<file path="config.mk">
export PLATFORM = sky130hd
export DESIGN_NAME = irq_ctrl
export DESIGN_NICKNAME = d
export VERILOG_FILES = /design/src/rtl/irq_ctrl_pkg.sv /design/src/rtl/irq_sticky_bank.sv /design/src/rtl/irq_fall_det.sv /design/src/rtl/irq_cfg_regs.sv /design/src/rtl/irq_ctrl.sv
export SDC_FILE = /design/constraint.sdc
export NUM_CORES = 1
export LEC_CHECK = 0
export BUFFER_PORTS_ARGS = -buffer_cell sky130_fd_sc_hd__buf_2
export CAP_MARGIN = 25
export CORE_ASPECT_RATIO = 1.2
export CORE_MARGIN = 1
export CORE_UTILIZATION = 57
export CTS_BUF_LIST = sky130_fd_sc_hd__clkbuf_4
export DETAILED_ROUTE_END_ITERATION = 16
export HOLD_SLACK_MARGIN = 0.03
export PLACE_DENSITY_LB_ADDON = 0.3
export SKIP_CTS_REPAIR_TIMING = 1
export SLEW_MARGIN = 20
export SYNTH_ARGS = -nofsm -noshare
export SYNTH_HDL_FRONTEND = slang
export SYNTH_SLANG_ARGS = --single-unit
</file>
<file path="constraint.sdc">
create_clock -name clk_i -period 2 [get_ports clk_i]
set_input_delay 0 -clock clk_i [delete_from_list [all_inputs] [get_ports clk_i]]
set_output_delay 0 -clock clk_i [all_outputs]
set_load 0.01 [all_outputs]
</file>
<file path="src/rtl/irq_ctrl_pkg.sv">
package irq_ctrl_pkg;
  localparam int unsigned REG_DW = 8;
  localparam int unsigned REG_AW = 8;
  localparam int unsigned EVT_W  = 6;

  localparam logic [REG_AW-1:0] ADDR_GEN   = 8'h00;
  localparam logic [REG_AW-1:0] ADDR_CMD   = 8'h01;
  localparam logic [REG_AW-1:0] ADDR_EN_B  = 8'h02;
  localparam logic [REG_AW-1:0] ADDR_EN_A  = 8'h03;
  localparam logic [REG_AW-1:0] ADDR_STA_A = 8'h04;
  localparam logic [REG_AW-1:0] ADDR_STA_B = 8'h05;
endpackage

</file>
<file path="src/rtl/irq_sticky_bank.sv">
module irq_sticky_bank #(
  parameter int unsigned     W         = 8,
  parameter logic [W-1:0]    IMPL_MASK = '1,
  parameter logic [W-1:0]    RST_VAL   = '0
) (
  input  logic         clk_i,
  input  logic         rst_ni,
  input  logic [W-1:0] set_i,
  input  logic [W-1:0] clr_i,
  output logic [W-1:0] q_o
);
  for (genvar b = 0; b < W; b++) begin : g_bit
    if (IMPL_MASK[b]) begin : g_impl
      logic q;
      always_ff @(posedge clk_i or negedge rst_ni) begin
        if (!rst_ni)       q <= RST_VAL[b];
        else if (set_i[b]) q <= 1'b1;  // event beats clear
        else if (clr_i[b]) q <= 1'b0;
      end
      assign q_o[b] = q;
    end else begin : g_tie
      assign q_o[b] = 1'b0;
    end
  end
endmodule

</file>
<file path="src/rtl/irq_fall_det.sv">
module irq_fall_det (
  input  logic clk_i,
  input  logic rst_ni,
  input  logic sig_i,
  output logic fall_o
);
  logic sig_q;
  always_ff @(posedge clk_i or negedge rst_ni) begin
    if (!rst_ni) sig_q <= 1'b0;
    else         sig_q <= sig_i;
  end
  assign fall_o = sig_q & ~sig_i;
endmodule

</file>
<file path="src/rtl/irq_cfg_regs.sv">
module irq_cfg_regs #(
  parameter int unsigned  DW     = 8,
  parameter logic [DW-1:0] MASK_A = '1,
  parameter logic [DW-1:0] MASK_B = '1
) (
  input  logic          clk_i,
  input  logic          rst_ni,
  input  logic          we_gen_i,
  input  logic          we_en_a_i,
  input  logic          we_en_b_i,
  input  logic [DW-1:0] wdata_i,
  output logic          gen_o,
  output logic [DW-1:0] en_a_o,
  output logic [DW-1:0] en_b_o
);
  always_ff @(posedge clk_i or negedge rst_ni) begin
    if (!rst_ni) begin
      gen_o  <= 1'b0;
      en_a_o <= '0;
      en_b_o <= '0;
    end else begin
      if (we_gen_i)  gen_o  <= wdata_i[0];
      if (we_en_a_i) en_a_o <= wdata_i & MASK_A;
      if (we_en_b_i) en_b_o <= wdata_i & MASK_B;
    end
  end
endmodule

</file>
<file path="src/rtl/irq_ctrl.sv">
module irq_ctrl
  import irq_ctrl_pkg::*;
#(
  parameter int unsigned DW  = REG_DW,
  parameter int unsigned AW  = REG_AW,
  parameter int unsigned EVW = EVT_W
) (
  input  logic          clk_i,
  input  logic          rst_ni,
  input  logic          reg_we_i,
  input  logic [AW-1:0] reg_addr_i,
  input  logic [DW-1:0] reg_wdata_i,
  output logic [DW-1:0] reg_rdata_o,
  input  logic [EVW-1:0] cha_evt_i,
  input  logic [EVW-1:0] chb_evt_i,
  input  logic          lock_i,
  output logic          irq_o,
  output logic          irq_oe_o,
  output logic          dp_rst_o
);
  localparam int unsigned GAP_A = DW - EVW - 1;
  localparam int unsigned GAP_B = DW - EVW;
  localparam logic [DW-1:0] IMPL_A = {{EVW{1'b1}}, {GAP_A{1'b0}}, 1'b1};
  localparam logic [DW-1:0] IMPL_B = {{EVW{1'b1}}, {GAP_B{1'b0}}};
  localparam logic [DW-1:0] RST_A  = {{(DW-1){1'b0}}, 1'b1};

  logic          lock_fall;
  logic [DW-1:0] set_a, set_b, clr_a, clr_b;
  logic [DW-1:0] stat_a_q, stat_b_q, en_a_q, en_b_q;
  logic          gen_q, dp_rst_q;
  logic          wr_gen, wr_cmd, wr_en_a, wr_en_b, wr_sta_a, wr_sta_b;

  assign wr_gen   = reg_we_i && (reg_addr_i == ADDR_GEN);
  assign wr_cmd   = reg_we_i && (reg_addr_i == ADDR_CMD);
  assign wr_en_a  = reg_we_i && (reg_addr_i == ADDR_EN_A);
  assign wr_en_b  = reg_we_i && (reg_addr_i == ADDR_EN_B);
  assign wr_sta_a = reg_we_i && (reg_addr_i == ADDR_STA_A);
  assign wr_sta_b = reg_we_i && (reg_addr_i == ADDR_STA_B);

  irq_fall_det i_lock_fall (
    .clk_i  (clk_i),
    .rst_ni (rst_ni),
    .sig_i  (lock_i),
    .fall_o (lock_fall)
  );

  assign set_a = {cha_evt_i, {GAP_A{1'b0}}, lock_fall};
  assign set_b = {chb_evt_i, {GAP_B{1'b0}}};
  assign clr_a = wr_sta_a ? reg_wdata_i : '0;
  assign clr_b = wr_sta_b ? reg_wdata_i : '0;

  irq_sticky_bank #(.W(DW), .IMPL_MASK(IMPL_A), .RST_VAL(RST_A)) i_sta_a (
    .clk_i  (clk_i),
    .rst_ni (rst_ni),
    .set_i  (set_a),
    .clr_i  (clr_a),
    .q_o    (stat_a_q)
  );

  irq_sticky_bank #(.W(DW), .IMPL_MASK(IMPL_B), .RST_VAL('0)) i_sta_b (
    .clk_i  (clk_i),
    .rst_ni (rst_ni),
    .set_i  (set_b),
    .clr_i  (clr_b),
    .q_o    (stat_b_q)
  );

  irq_cfg_regs #(.DW(DW), .MASK_A(IMPL_A), .MASK_B(IMPL_B)) i_cfg (
    .clk_i     (clk_i),
    .rst_ni    (rst_ni),
    .we_gen_i  (wr_gen),
    .we_en_a_i (wr_en_a),
    .we_en_b_i (wr_en_b),
    .wdata_i   (reg_wdata_i),
    .gen_o     (gen_q),
    .en_a_o    (en_a_q),
    .en_b_o    (en_b_q)
  );

  always_ff @(posedge clk_i or negedge rst_ni) begin
    if (!rst_ni) dp_rst_q <= 1'b0;
    else         dp_rst_q <= wr_cmd && reg_wdata_i[0];
  end
  assign dp_rst_o = dp_rst_q;

  assign irq_oe_o = gen_q;
  assign irq_o    = gen_q && (|(stat_a_q & en_a_q) || |(stat_b_q & en_b_q));

  always_comb begin
    unique case (reg_addr_i)
      ADDR_GEN:   reg_rdata_o = {{(DW-1){1'b0}}, gen_q};
      ADDR_EN_A:  reg_rdata_o = en_a_q;
      ADDR_EN_B:  reg_rdata_o = en_b_q;
      ADDR_STA_A: reg_rdata_o = stat_a_q;
      ADDR_STA_B: reg_rdata_o = stat_b_q;
      default:    reg_rdata_o = '0;  // includes write-only command
    endcase
  end
endmodule

</file>
# --- Word-level counts from Yosys, hierarchy flattened ---
# Cells that the tools add are included.
# Widths: inputs -> output; s select.
word_totals:
  register_bits: 29
  in_bits: 32
  out_inout_bits: 11
  elab_cells: 81
op_classes:
  eq_ne: 5
  muxes: 29
  n_bitwise: 4
  reduce_logical: 25
op_table:
  columns: ["operator", "count"]
  rows:
  - ["$pmux 8 s5", 1]
  - ["$mux 1", 26]
  - ["$reduce_bool 2->1", 13]
  - ["$and 8x8->8", 2]
  - ["$eq 8x2->1 const B", 2]
  - ["$eq 8x3->1 const B", 2]
  - ["$mux 8", 2]
  - ["$reduce_or 8->1", 2]
  - ["$eq 8x1->1 const B", 1]
  - ["$logic_and 1x1->1", 8]
  - ["$logic_not 8->1", 1]
  - ["$and 1x1->1", 1]
  - ["$logic_or 1x1->1", 1]
  - ["$not 1->1", 1]

# --- Longest topological paths before layout ---
# Gate-level depths: netlist of the first run.
logic_depth:
  ltp_word: 5
  depth_mapped: 6
  mapped_depth_nobuf: 4

# --- Modules after synthesis ---
# Synthesis of the first run repeated with hierarchy kept, for this count alone.
hier_totals:
  hier_cells: 167
  hier_area_um2: 1805.5
by_module_without_submodules:
  columns: ["mod", "instances", "cells_per_inst", "area_per_inst_um2", "seq_area_each_um2"]
  rows:
  - ["irq_cfg_regs", 1, 34, 605.6, 350.3]
  - ["irq_ctrl", 1, 74, 560.5, 25.0]
  - ["irq_sticky_bank (i_sta_a)", 1, 30, 319.1, 176.4]
  - ["irq_sticky_bank (i_sta_b)", 1, 27, 281.5, 150.1]
  - ["irq_fall_det", 1, 2, 38.8, 25.0]

# --- Worst setup path before layout of the first run ---
# OpenSTA, ideal clock, no wires.
synth_timing:
  kind: "input to register"
  from: "input reg_addr_i[3]"
  to: "register i_cfg.en_a_o[0]"
  setup_time_ns: 0.125
  arrival_ns: 1.392
  required_time_ns: 1.875
  slack_ns: 0.483
  stages: 6
  path_buffers: 2
  cell_sequence: "or4_4 -> buf_6 -> nor2_4 -> and4_1 -> buf_4 -> mux2_2"
synth_via:
  elab_chain_cells: 2
synth_lines:
  columns: ["item", "line", "source"]
  rows:
  - ["from (decl)", "irq_ctrl.sv:11", "input logic [AW-1:0] reg_addr_i,"]
  - ["$eq 8x2->1", "irq_ctrl.sv:35", "assign wr_en_a = reg_we_i && (reg_addr_i == ADDR_EN_A);"]
  - ["$logic_and 1x1->1", "irq_ctrl.sv:35", null]
  - ["to (signal assigned)", "irq_cfg_regs.sv:23", "if (we_en_a_i) en_a_o <= wdata_i & MASK_A;"]
  - ["to (decl)", "irq_cfg_regs.sv:13", "output logic [DW-1:0] en_a_o,"]
# Every way passes these cells.
# A chain may end at the register's enable or synchronous reset.

# --- Worst setup path in the final report of the first run ---
layout_timing:
  from: "input reg_addr_i[3]"
  to: "register i_sta_a.g_bit[2].g_impl.q"
layout_via:
  elab_chain_cells: 4
layout_lines:
  columns: ["item", "line", "source"]
  rows:
  - ["$eq 8x3->1", "irq_ctrl.sv:37", "assign wr_sta_a = reg_we_i && (reg_addr_i == ADDR_STA_A);"]
  - ["$logic_and 1x1->1", "irq_ctrl.sv:37", null]
  - ["$mux 8", "irq_ctrl.sv:49", "assign clr_a = wr_sta_a ? reg_wdata_i : '0;"]
  - ["$reduce_bool 2->1 (no line)", null, null]
  - ["to (signal assigned)", "irq_sticky_bank.sv:16", "if (!rst_ni) q <= RST_VAL[b];"]
  - ["to (decl)", "irq_sticky_bank.sv:14", "logic q;"]
# Every way passes these cells.

==> flow_metrics.tcl, run 1 <==
set metrics [dict create \
    critical_path.max_fanout 7 \
    startpoint_type "primary input" \
    antenna_left 0 \
    seq_area_sq_um 726.9 \
    globalplace.congestion 0.7634 \
    antenna_cells 0 \
    synth_area_sq_mm 0.001463 \
    holdPathEnd "dp_rst_o$_DFF_PN0_" \
    synth.distinct_cells 31 \
    die-area_sq_mm 0.002773 \
    ys_ff_latch 29 \
    r2r_start "i_sta_a.g_bit[2].g_impl.q$_DFFE_PN0P_" \
    ios 43 \
    max_freq_mhz 526.5 \
    synth-edff-count 0 \
    min_from "reg_addr_i[5]" \
    grt_pass1_vias 1202 \
    fin_nets 230 \
    num-fill-cells 119 \
    drt_pass1_iterations 4 \
    drt-total-wl_um 4469 \
    via_per_inst 6.130 \
    synth_cells 123 \
    whs_path_depth 3 \
    setup_viol 0 \
    synthToLayoutAreaGrowth_pct 40.80 \
    leakage_uw 0.0009187 \
    clock-sinks 29 \
    core_area_sq_mm 0.002354 \
    grt_overflow 0 \
    ys_warn_count 0 \
    max_slew_margin 0.5815 \
    avgRoutedWirePerCell_um 19.43 \
    die_w_um 48.24 \
    cts-root-buf "clkbuf_4" \
    period_needed_ns 1.899 \
    critPathKind "in2reg" \
    multi_input_area_sq_um 688.2 \
    drc 0 \
    hold_viol 0 \
    syn-num-nets 155 \
    powerDensity_mw_per_mm2 556.0 \
    rsz0062_at_grt "no" \
    track_usage 0.2746 \
    slew_violations 0 \
    die_h_um 57.49 \
    clock_skew_ns 0.000008910 \
    ys.flop_type "dfrtp_1" \
    required_ns 2.20 \
    postLayoutCoreUtil 0.8751 \
    worstSetupEndpointType "flip-flop" \
    r2r_end "i_sta_a.g_bit[2].g_impl.q$_DFFE_PN0P_" \
    rows 19 \
    status "complete, no violations" \
    post-route-period-util 0.9496 \
    clockBufferDepth 2 \
    synthArstFlopShare 1.000 \
    clk_latency_ns 0.31 \
    final_layout_size_suffix_gt1_frac 0.3568 \
    cap_violations 0 \
    pre_cts_slack_ns 0.2303 \
    worst_pin_slew_ns 0.6278 \
    syn_avg_cell_area_sq_um 11.89 \
    tns_ns 0 \
    antenna_found_initial 0 \
    rr_worst_depth 2 \
    min_path_type "in2reg" \
    io_buffer_count 40 \
    start_util 0.6215 \
    peakVddDrop_mv 0.7380 \
    tritoncts "yes" \
    yosysSeqAreaShare 0.4970 \
    cts.htree.levels 2 \
    grt_max_degree 30 \
    p_total_uw 1145 \
    timing.final.ws_setup_ns 0.1008 \
    cts.reportedPaths.clkPinSlew_ns 0.09 \
    num_vias 1410 \
    fin_area_sq_mm 0.002059 \
    cts_made_buffers 5 \
    dp_hpwl_um 2420 \
    crit_arrival_ns 2.09 \
    placed_cell_area_sq_mm 0.001669 \
    drt-initial-drc-count 62 \
    grt_first_pass_wirelength_um 5119 \
    rrSetupSlack_ns 0.69 \
]
[registers in the layout, indices dropped and copies added (netlist names)]
| name | flops |
|---|---|
| i_cfg.en_a_o | 7 |
| i_sta_a.g_bit.g_impl.q | 7 |
| i_cfg.en_b_o | 6 |
| i_sta_b.g_bit.g_impl.q | 6 |
| dp_rst_o | 1 |
| i_cfg.gen_o | 1 |
| i_lock_fall.sig_q | 1 |
[critical path, cell delays in order]
cell           delay [ns]
buf_2                0.09
or4_4                0.60
nor4_4               0.48
nand2_1              0.13
a21o_1               0.20
dlygate4sd3_1        0.58
[worst max-delay path by stage]
stage	cells past startpoint	slack, ns	start	to
after detailed placement	5	0.23	reg_addr_i[3]	i_cfg.en_a_o[0]$_DFFE_PN0P_
final	6	0.10	reg_addr_i[3]	i_sta_a.g_bit[2].g_impl.q$_DFFE_PN0P_
after global routing	6	0.02	reg_addr_i[3]	i_sta_a.g_bit[2].g_impl.q$_DFFE_PN0P_
after CTS	5	0.32	reg_addr_i[3]	reg_rdata_o[5]
after global placement	5	0.26	reg_addr_i[3]	i_cfg.en_a_o[0]$_DFFE_PN0P_
after floorplan	6	0.48	reg_addr_i[3]	i_cfg.en_a_o[0]$_DFFE_PN0P_
[power by group]
| part | internal [uW] | total (uW) | leakage, uW | switching [uW] |
|---|---|---|---|---|
| combinational | 82.7 | 157 | 0.000548 | 74.8 |
| clock | 181 | 373 | 0.0000368 | 192 |
| sequential | 601 | 615 | 0.000334 | 14.2 |
[area by class of cell]
class / count / area share
clock buffer: 8 / 0.02916
inverter: 2 / 0.003645
multi-input combinational: 86 / 0.3341
sequential: 29 / 0.3530
tap: 31 / 0.01883
timing repair buffer: 74 / 0.2612
[per-layer routing]
layer  routed length, um  GRT usage  vias up  part of all wire
met4                 233     0.1389        0             0.052
met3                 311    0.06013       26             0.070
met5                   0          0        -                 0
met1                1654     0.2949      675              0.37
met2                2269     0.4743      100              0.51
li1                    -          -      609                 -
[synthesized netlist by cell type, drive strengths merged (2+ instances only)]
library cell / instances / area, sq um
inv: 2 / 7.510
nand3: 3 / 15.01
o22ai: 6 / 43.79
dfrtp: 28 / 700.7
buf: 5 / 36.28
a21o: 12 / 90.09
mux2i: 13 / 130.1
mux2: 14 / 157.7
nor4: 2 / 27.53
nor3: 4 / 25.02
nand2: 15 / 56.30
or4: 2 / 18.77
a22oi: 5 / 37.54
[metrics by stage]
step                cells  hold WS (ns)
global route          230       0.04435
CTS                   197       -0.2864
detailed placement    189       0.05606
finish                230       0.04279
floorplan             123       -0.2956
global placement      189       0.04621
[layout by cell type (no fill, tap or decap)]
cell type / n
a21o_1: 12
a222oi_1: 1
a22o_1: 1
a22oi_1: 5
a31oi_1: 1
and4_1: 1
buf_2: 40
buf_4: 1
clkbuf_4: 8
conb_1: 1
dfrtp_1: 28
dfstp_2: 1
dlygate4sd3_1: 33
inv_1: 2
mux2_2: 14
mux2i_1: 13
nand2_1: 15
nand3_1: 3
nand4b_2: 1
nor2_4: 1
nor2b_1: 1
nor3_1: 3
nor3_2: 1
nor4_1: 1
nor4_4: 1
o21a_1: 1
o22ai_1: 5
o22ai_2: 1
or3b_2: 1
or4_1: 1
or4_4: 1
[cells by family after synthesis]
group / share of synthesized area
AOI/OAI and AO/OA: 0.1394
buffers and inverters: 0.03250
DFF: 0.4970
muxes: 0.1967
other: 0.002564
and+or+nand+nor: 0.1317
Note: power is estimated with default switching activity, not from simulation.
==> inputs of run 2 (changes only) <==
Clock period 2 ns to 2.3 ns, I/O delays scaled along.
==> run 2 against run 1 <==
Against the previous run: worst setup slack better by 0.26 ns; first-iteration DRC count down 34%; critical path depth unchanged; flip-flop and latch count unchanged; register-to-register slack better by 0.32 ns; clock skew about the same; utilization down 0.32 points; combinational power down 15%; largest cell class unchanged; die area unchanged; sequential power down 13%; wire length down 9.3%; sequential share of layout area up 0.13 points; highest routed layer unchanged; largest power group unchanged.
==> flow_metrics.tcl, run 2 (synthesis results as in run 1) <==
set metrics [dict create \
    clockBufferDepth 2 \
    die_w_um 48.24 \
    grt_max_degree 30 \
    drt-initial-drc-count 41 \
    cap_violations 0 \
    min_path_type "in2reg" \
    path_delay_family "simple AND/OR/NAND/NOR gates" \
    fin_nets 230 \
    startpoint_type "primary input" \
    final_layout_size_suffix_gt1_frac 0.3417 \
    clock_skew_ns 0.0003985 \
    max_freq_mhz 515.9 \
    peakVddDrop_mv 0.5696 \
    critPathKind "in2reg" \
    track_usage 0.2748 \
    pre_cts_slack_ns 0.5230 \
    top_regs "i_cfg.en_a_o (7), i_sta_a.g_bit.g_impl.q (7)" \
    critPathMaxStageDelay_ns 0.60 \
    worstSetupEndpointType "flip-flop" \
    rows 19 \
    antenna_found_initial 0 \
    period_needed_ns 1.938 \
    setup_viol 0 \
    num_vias 1346 \
    timing.final.ws_setup_ns 0.3618 \
    tritoncts "yes" \
    mostFrequentLayoutCells "40 x buf_2, 34 x dlygate4sd3_1, 28 x dfrtp_1" \
    mostFrequentLayoutCell "buf_2" \
    start_util 0.6215 \
    cts_made_buffers 5 \
    via_per_inst 5.852 \
    cts-root-buf "clkbuf_4" \
    cts.reportedPaths.clkPinSlew_ns 0.09 \
    dp_hpwl_um 2363 \
    grt_first_pass_wirelength_um 5002 \
    ios 43 \
    clk_latency_ns 0.34 \
    antenna_left 0 \
    holdWs_ns 0.04096 \
    slowest_stage "or4_4" \
    rsz0062_at_grt "no" \
    io_buffer_count 40 \
    slew_violations 0 \
    status "complete, no violations" \
    leakage_uw 0.0009082 \
    crit_buf_inv 2 \
    p_total_uw 959.9 \
    num-fill-cells 119 \
    grt_pass1_vias 1128 \
    cts.htree.levels 2 \
    crit_arrival_ns 2.16 \
    avgRoutedWirePerCell_um 17.63 \
    core_area_sq_mm 0.002354 \
    grt_overflow 0 \
    cp_cell_sequence "buf_2, or4_4, nor3_2, nand2_1, a21o_1, dlygate4sd3_1" \
    die_h_um 57.49 \
    drt_pass1_iterations 4 \
    post-route-period-util 0.8427 \
    die-area_sq_mm 0.002773 \
    antenna_cells 0 \
    clock-sinks 29 \
    globalplace.congestion 0.7808 \
    drc 0 \
    worst_pin_slew_ns 0.6364 \
    synthToLayoutAreaGrowth_pct 40.29 \
    drt-total-wl_um 4055 \
    critical_path.max_fanout 7 \
    powerDensity_mw_per_mm2 467.8 \
    max_slew_margin 0.5757 \
    tns_ns 0 \
    hold_viol 0 \
    seq_area_sq_um 726.9 \
    multi_input_area_sq_um 688.2 \
    required_ns 2.53 \
]
## run 2: final timing paths
check | from | end | slack [ns] | cells past startpoint
worst max-delay path | reg_addr_i[3] | i_sta_b.g_bit[4].g_impl.q$_DFFE_PN0P_ | 0.36 | 6
worst min-delay path | reg_addr_i[1] | dp_rst_o$_DFF_PN0_ | 0.04 | 3
worst max register to register | i_sta_a.g_bit[5].g_impl.q$_DFFE_PN0P_ | i_sta_a.g_bit[5].g_impl.q$_DFFE_PN0P_ | 1.01 | 2
worst min register to register | i_lock_fall.sig_q$_DFF_PN0_ | i_sta_a.g_bit[0].g_impl.q$_DFFE_PN1P_ | 0.54 | 1
max in group asynchronous | rst_ni | i_sta_b.g_bit[3].g_impl.q$_DFFE_PN0P_ | 1.67 | 2
min in group asynchronous | rst_ni | i_sta_b.g_bit[7].g_impl.q$_DFFE_PN0P_ | 0.21 | 2
## run 2: worst reg2reg max path, cell delays in order, from the launching register on
cell	delay (ns)
dfrtp_1	0.41
a21o_1	0.18
dlygate4sd3_1	0.58
## run 2: report_power, final
group          switching, uW  internal [uW]
logic                   62.0           72.2
clock network            182            110
registers               10.7            523
total                    255            705
## run 2: final cells by class
cell class | count | share of cell area
flip-flops and latches | 29 | 0.3543
repair buffers | 74 | 0.2634
clock buffers | 5 | 0.01829
multi-input cells | 86 | 0.3354
clock inverters | 3 | 0.006098
inverters | 2 | 0.003659
well taps | 31 | 0.01890
## run 2: layer usage
layer / GRT usage / vias up / wire length (um) / part of all wire
li1: - / 603 / - / -
met1: 0.3067 / 654 / 1457 / 0.36
met2: 0.4648 / 77 / 2191 / 0.54
met3: 0.09494 / 12 / 275 / 0.068
met4: 0.09524 / 0 / 130 / 0.032
met5: 0 / - / 0 / 0
## run 2: through the flow
stage	utilization	cell area (sq um)	cells
6_report	0.8719	2052	230
5_1_grt	0.8719	2052	230
4_1_cts	0.7273	1712	196
3_5_place_dp	0.7060	1662	188
3_3_place_gp	0.7060	1662	188
2_1_floorplan	-	1463	123
